### config.mk
export PLATFORM = sky130hd
export DESIGN_NAME = gpio_edge_port
export DESIGN_NICKNAME = d
export VERILOG_FILES = /design/src/rtl/gpio_pkg.sv /design/src/rtl/gpio_sync.sv /design/src/rtl/gpio_irq_unit.sv /design/src/rtl/gpio_edge_port.sv
export SDC_FILE = /design/constraint.sdc
export NUM_CORES = 1
export LEC_CHECK = 0
export ABC_CLOCK_PERIOD_IN_PS = 3300
export BUFFER_PORTS_ARGS = -buffer_cell sky130_fd_sc_hd__clkbuf_2
export CORE_MARGIN = 2
export CORE_UTILIZATION = 50
export CTS_CLUSTER_SIZE = 12
export DETAILED_ROUTE_END_ITERATION = 6
export GPL_TIMING_DRIVEN = 0
export PLACE_DENSITY = 0.69
export SYNTH_ARGS = -nofsm -noshare
export SYNTH_HDL_FRONTEND = slang
export SYNTH_SLANG_ARGS = --single-unit
export TNS_END_PERCENT = 100
### constraint.sdc
create_clock -name clk -period 3.3 [get_ports clk]
set_input_delay 0.165 -clock clk [delete_from_list [all_inputs] [get_ports clk]]
set_output_delay 0.165 -clock clk [all_outputs]
set_load 0.05 [all_outputs]
### src/rtl/gpio_pkg.sv
package gpio_pkg;
    typedef enum logic [2:0] {
        REG_DIR = 3'd0,
        REG_LVL = 3'd1,
        REG_DRV = 3'd2,
        REG_PEN = 3'd3,
        REG_SEL = 3'd4,
        REG_IEN = 3'd5,
        REG_FLG = 3'd6,
        REG_PIN = 3'd7
    } reg_addr_e;
endpackage

### src/rtl/gpio_sync.sv
module gpio_sync #(
    parameter int WIDTH = 8
) (
    input  logic             clk,
    input  logic             rst_n,
    input  logic [WIDTH-1:0] async_i,
    output logic [WIDTH-1:0] sync_o
);
    typedef struct packed {
        logic [WIDTH-1:0] s1;
        logic [WIDTH-1:0] s2;
    } sync_t;

    sync_t st_d, st_q;

    always_comb begin
        st_d    = st_q;
        st_d.s1 = async_i;
        st_d.s2 = st_q.s1;
    end

    always_ff @(posedge clk or negedge rst_n) begin
        if (!rst_n) st_q <= '0;
        else        st_q <= st_d;
    end

    assign sync_o = st_q.s2;
endmodule

### src/rtl/gpio_irq_unit.sv
module gpio_irq_unit #(
    parameter int WIDTH = 8
) (
    input  logic             clk,
    input  logic             rst_n,
    input  logic [WIDTH-1:0] pin_i,
    input  logic [WIDTH-1:0] sel_i,
    input  logic [WIDTH-1:0] ien_i,
    input  logic [WIDTH-1:0] clr_i,
    output logic [WIDTH-1:0] flag_o,
    output logic             irq_o
);
    typedef struct packed {
        logic [WIDTH-1:0] prev;
        logic [WIDTH-1:0] flag;
    } irq_t;

    irq_t st_d, st_q;
    logic [WIDTH-1:0] rise, fall, hit;

    always_comb begin
        rise      = pin_i & ~st_q.prev;
        fall      = ~pin_i & st_q.prev;
        hit       = ien_i & ((sel_i & rise) | (~sel_i & fall));
        st_d      = st_q;
        st_d.prev = pin_i;
        st_d.flag = (st_q.flag & ~clr_i) | hit;
    end

    always_ff @(posedge clk or negedge rst_n) begin
        if (!rst_n) st_q <= '0;
        else        st_q <= st_d;
    end

    assign flag_o = st_q.flag;
    assign irq_o  = |(st_q.flag & ien_i);


    flag_needs_enable_chk: assert property (@(posedge clk) disable iff (!rst_n)
        ((st_q.flag & ~$past(st_q.flag) & ~$past(ien_i)) == '0));


    irq_masked_chk: assert property (@(posedge clk) disable iff (!rst_n)
        (ien_i == '0) |-> !irq_o);
endmodule

### src/rtl/gpio_edge_port.sv
module gpio_edge_port #(
    parameter int WIDTH   = 8,
    parameter bit HAS_IRQ = 1'b1
) (
    input  logic             clk,
    input  logic             rst_n,
    input  logic             wr_en,
    input  logic [2:0]       wr_addr,
    input  logic [WIDTH-1:0] wr_data,
    input  logic [2:0]       rd_addr,
    output logic [WIDTH-1:0] rd_data,
    input  logic [WIDTH-1:0] pad_in,
    output logic [WIDTH-1:0] pad_oe,
    output logic [WIDTH-1:0] pad_out,
    output logic [WIDTH-1:0] pad_rdrv,
    output logic [WIDTH-1:0] pull_up_en,
    output logic [WIDTH-1:0] pull_dn_en,
    output logic             irq
);
    import gpio_pkg::*;

    localparam logic [WIDTH-1:0] IEN_MASK = HAS_IRQ ? {WIDTH{1'b1}} : '0;

    typedef struct packed {
        logic [WIDTH-1:0] dir;
        logic [WIDTH-1:0] lvl;
        logic [WIDTH-1:0] drv;
        logic [WIDTH-1:0] pen;
        logic [WIDTH-1:0] sel;
        logic [WIDTH-1:0] ien;
    } cfg_t;

    cfg_t cfg_d, cfg_q;
    logic [WIDTH-1:0] pin_sync, flags, clr;
    logic             irq_int;
    reg_addr_e        waddr, raddr;

    assign waddr = reg_addr_e'(wr_addr);
    assign raddr = reg_addr_e'(rd_addr);

    always_comb begin
        cfg_d = cfg_q;
        clr   = '0;
        if (wr_en) begin
            unique case (waddr)
                REG_DIR: cfg_d.dir = wr_data;
                REG_LVL: cfg_d.lvl = wr_data;
                REG_DRV: cfg_d.drv = wr_data;
                REG_PEN: cfg_d.pen = wr_data;
                REG_SEL: cfg_d.sel = wr_data;
                REG_IEN: cfg_d.ien = wr_data & IEN_MASK;
                REG_FLG: clr       = wr_data;
                REG_PIN: ;
            endcase
        end
    end

    always_ff @(posedge clk or negedge rst_n) begin
        if (!rst_n) cfg_q <= '0;
        else        cfg_q <= cfg_d;
    end

    gpio_sync #(.WIDTH(WIDTH)) u_sync (
        .clk    (clk),
        .rst_n  (rst_n),
        .async_i(pad_in),
        .sync_o (pin_sync)
    );

    generate
        if (HAS_IRQ) begin : g_irq
            gpio_irq_unit #(.WIDTH(WIDTH)) u_irq (
                .clk   (clk),
                .rst_n (rst_n),
                .pin_i (pin_sync),
                .sel_i (cfg_q.sel),
                .ien_i (cfg_q.ien),
                .clr_i (clr),
                .flag_o(flags),
                .irq_o (irq_int)
            );
        end else begin : g_noirq
            assign flags   = '0;
            assign irq_int = 1'b0;
        end
    endgenerate

    assign pad_oe     = cfg_q.dir;
    assign pad_out    = cfg_q.dir & cfg_q.lvl;
    assign pad_rdrv   = cfg_q.dir & cfg_q.drv;
    assign pull_up_en = ~cfg_q.dir & cfg_q.pen & ~cfg_q.sel;
    assign pull_dn_en = ~cfg_q.dir & cfg_q.pen & cfg_q.sel;
    assign irq        = irq_int;

    always_comb begin
        unique case (raddr)
            REG_DIR: rd_data = cfg_q.dir;
            REG_LVL: rd_data = cfg_q.lvl;
            REG_DRV: rd_data = cfg_q.drv;
            REG_PEN: rd_data = cfg_q.pen;
            REG_SEL: rd_data = cfg_q.sel;
            REG_IEN: rd_data = cfg_q.ien;
            REG_FLG: rd_data = flags;
            REG_PIN: rd_data = pin_sync;
        endcase
    end


    pull_excl_chk: assert property (@(posedge clk) disable iff (!rst_n)
        ((pull_up_en & pull_dn_en) == '0));


    no_pull_on_output_chk: assert property (@(posedge clk) disable iff (!rst_n)
        (((pull_up_en | pull_dn_en) & pad_oe) == '0));


    rdrv_input_chk: assert property (@(posedge clk) disable iff (!rst_n)
        ((pad_rdrv & ~pad_oe) == '0));


    noirq_quiet_chk: assert property (@(posedge clk) disable iff (!rst_n)
        !HAS_IRQ |-> (!irq && flags == '0));
endmodule

==> metrics.csv <==
stage;metric;value;unit
yosys;synthArstFlopShare;100;%
clock_tree;cts_resized;0;
finish;n_antenna_cell;0;
sta;finalCritPeriodShare;60.6;%
sta;fmax;500;MHz
floorplan;rows;31;
global_routing;grt_pass1_vias;2558;
outcome;run_status;complete, no violations;
finish;mostFrequentLayoutCells;dfrtp_1, clkbuf_2, mux2_2;
yosys;synth.cell_area;3780;sq um
sta;finalHoldViolations;0;
sta;fin_skew;0.00532;ns
finish;layout_commonest_cell;dfrtp_1;
global_routing;grt_use_total;20.7;%
drt;viasPerCell;5.48;
worst_setup_path;arrival;1.84;ns
worst_setup_path;worstPathMaxFanout;7;
pwr;p_per_area;680;nW/um^2
yosys;synth_top_family_by_area;multiplexers;
floorplan;dieArea;8270;sq um
drt;final_antenna_net_count;0;
sta;worstMarginPinSlew;0.858;ns
clock_tree;cts_inserted_buffers;9;
yosys;synth-main-ff-cell;dfrtp_1;
yosys;synthMuxAreaShare;23.8;%
yosys;synthXorXnorAreaFrac;0;%
floorplan;chipHeight;90.9;um
sta;finalSetupViolCount;0;
sta;period_needed;2.00;ns
floorplan;fp.coreArea;7290;sq um
job;maxCapViolations;0;
yosys;syn_inst;289;
finish;syn2layout_area_growth;21.3;%
sta;timing.hold.ws;0.142;ns
finish;post-route-util;62.9;%
pwr;total_power;3.11;mW
clock_tree;clock_path_buffers;2;
min_path;hold_path_class;primary input to register;
finish;final_cells;484;
finish;layout.nets;405;
clock_tree;root_buffer;clkbuf_8;
pwr;cellLeakagePower;2.13;nW
sta;final.setup.tns;0;ns
clock_tree;cts.sinks;80;
placement;port_buffers;70;
yosys;ys_seq_elements;80;
clock_tree;clk_latency;0.35;ns
sta;relSlewSlack;42.5;%
floorplan;start_util;51.8;%
worst_setup_path;path_class;register to output port;
drt;wire_per_inst;16.8;um
drt;num_vias;2650;
worst_setup_path;endpoint_kind;output port;
drt;first_pass_iters;4;
global_routing;antenna_found_initial;0;
yosys;synth_area_per_cell;13.1;sq um
yosys;yosysWarnings;0;
yosys;yosys.area_share.simple;14.0;%
yosys;ys_seq_area_share;53.0;%
clock_tree;h-tree-depth;3;
clock_tree;cts_tree;yes;
floorplan;die_x;90.9;um
sta;worst_slack;1.30;ns
worst_setup_path;worstPathCellList;mux4_1 -> mux2_2 -> clkbuf_2;
global_routing;grt_pass1_wl;13.3;mm
sta;rsz0062_at_grt;no;
yosys;post_synth_num_cell_types;37;
placement;place_area;4280;sq um
worst_setup_path;slowest_stage;mux4_1;
finish;fin_area;4580;sq um
placement;routabilityCongestion;0.783;
placement;placed_cells;459;
pwr;max-vdd-ir-drop;0.372;mV
drt;drt-initial-drc-count;157;
worst_setup_path;crit_path_max_incr_delay;0.52;ns
global_routing;overflow;0;
worst_setup_path;required;3.13;ns
clock_tree;cts.reportedPaths.clkPinSlew;0.09;ns
placement;preCtsSetupSlack;1.42;ns
sta;maxSlewViolCount;0;
global_routing;grt_max_degree;56;
worst_setup_path;start_kind;register;
drt;drc_errors;0;
yosys;synth_nets;314;
placement;hpwl;5.45;mm
yosys;synth_compound_area_share;5.79;%
drt;wl;8.13;mm
yosys;synth-edff-count;0;
floorplan;io_pins;74;
finish;drive_above_1_share;41.0;%
yosys;synthAdderAreaFrac;0;%
-- cells in the mapped netlist, types with 3 or more instances --
cell      number  area [sq um]
and3b_1        9          78.8
a22oi_1        4          30.0
mux4_1        10           263
and2_1        16           100
buf_4          8          60.1
nor2_1        12          45.0
mux2i_1        3          30.0
buf_2          4          20.0
o21ai_0       12          60.1
a22o_1         8          70.1
nor3b_1       10          75.1
nor2b_1        3          18.8
nand2_1       28           105
clkbuf_1       3          11.3
dfrtp_1       80          2000
mux2_2        52           586
-- power breakdown --
group	switching (mW)	internal, mW	leakage, nW
clock	0.394	0.366	0.107
sequential	0.175	1.15	0.937
combinational	0.641	0.385	1.09
-- cell type report --
class,instances,area [sq um]
repair buffers,80,470
flip-flops and latches,80,2000
fillers,633,2710
clock buffers,9,124
clock inverters,7,85.1
plain buffers,18,121
multi-input cells,189,1650
inverters,2,7.51
well taps,99,124
-- state kept, by name, summed over array words and instances (netlist names) --
| signal | flops |
|---|---|
| cfg_q | 40 |
| g_irq.u_irq.flag_o | 8 |
| g_irq.u_irq.st_q | 8 |
| pad_oe | 8 |
| u_sync.st_d | 8 |
| u_sync.sync_o | 8 |
-- worst max-delay path, delay by kind of cell, from the launching register on --
kind	cells	cell delay [ns]
buffers and inverters	1	0.24
DFF	1	0.44
muxes	2	0.80
-- path summary, 6_finish.rpt --
kind                                          startpoint                         endpoint  slack, ns  cells after the start
worst min register to register  u_sync.st_d[0]$_DFF_PN0_       u_sync.sync_o[0]$_DFF_PN0_       0.36                      0
worst max-delay path               pad_oe[4]$_DFFE_PN0P_                       rd_data[4]       1.30                      3
worst max register to register     cfg_q[15]$_DFFE_PN0P_  g_irq.u_irq.flag_o[7]$_DFF_PN0_       2.29                      4
max in group asynchronous                          rst_n            cfg_q[23]$_DFFE_PN0P_       2.42                      3
min in group asynchronous                          rst_n         u_sync.st_d[4]$_DFF_PN0_       0.30                      2
worst min-delay path                          wr_data[1]            pad_oe[1]$_DFFE_PN0P_       0.14                      2
-- logic make-up after synthesis --
logic type / after synthesis
flip-flops: 80
AO/OA/AOI/OAI: 32
buffers and inverters: 20
multiplexers: 66
AND/OR/NAND/NOR: 91
-- routing by layer --
layer,track usage (%),vias to the layer above,routed length (um)
met1,29.6,1339,3840
met2,32.1,74,3820
li1,-,1231,-
met5,0,-,0
met3,5.39,6,404
met4,4.17,0,66
-- what timing repair did --
action / 4_1_cts / 5_1_grt
setup buffers: 0 / 0
hold buffers: 9 / 0
hold endpoints to repair: 33 / 0
setup endpoints to repair: 0 / 0
Power figures use the tool's default switching activity.
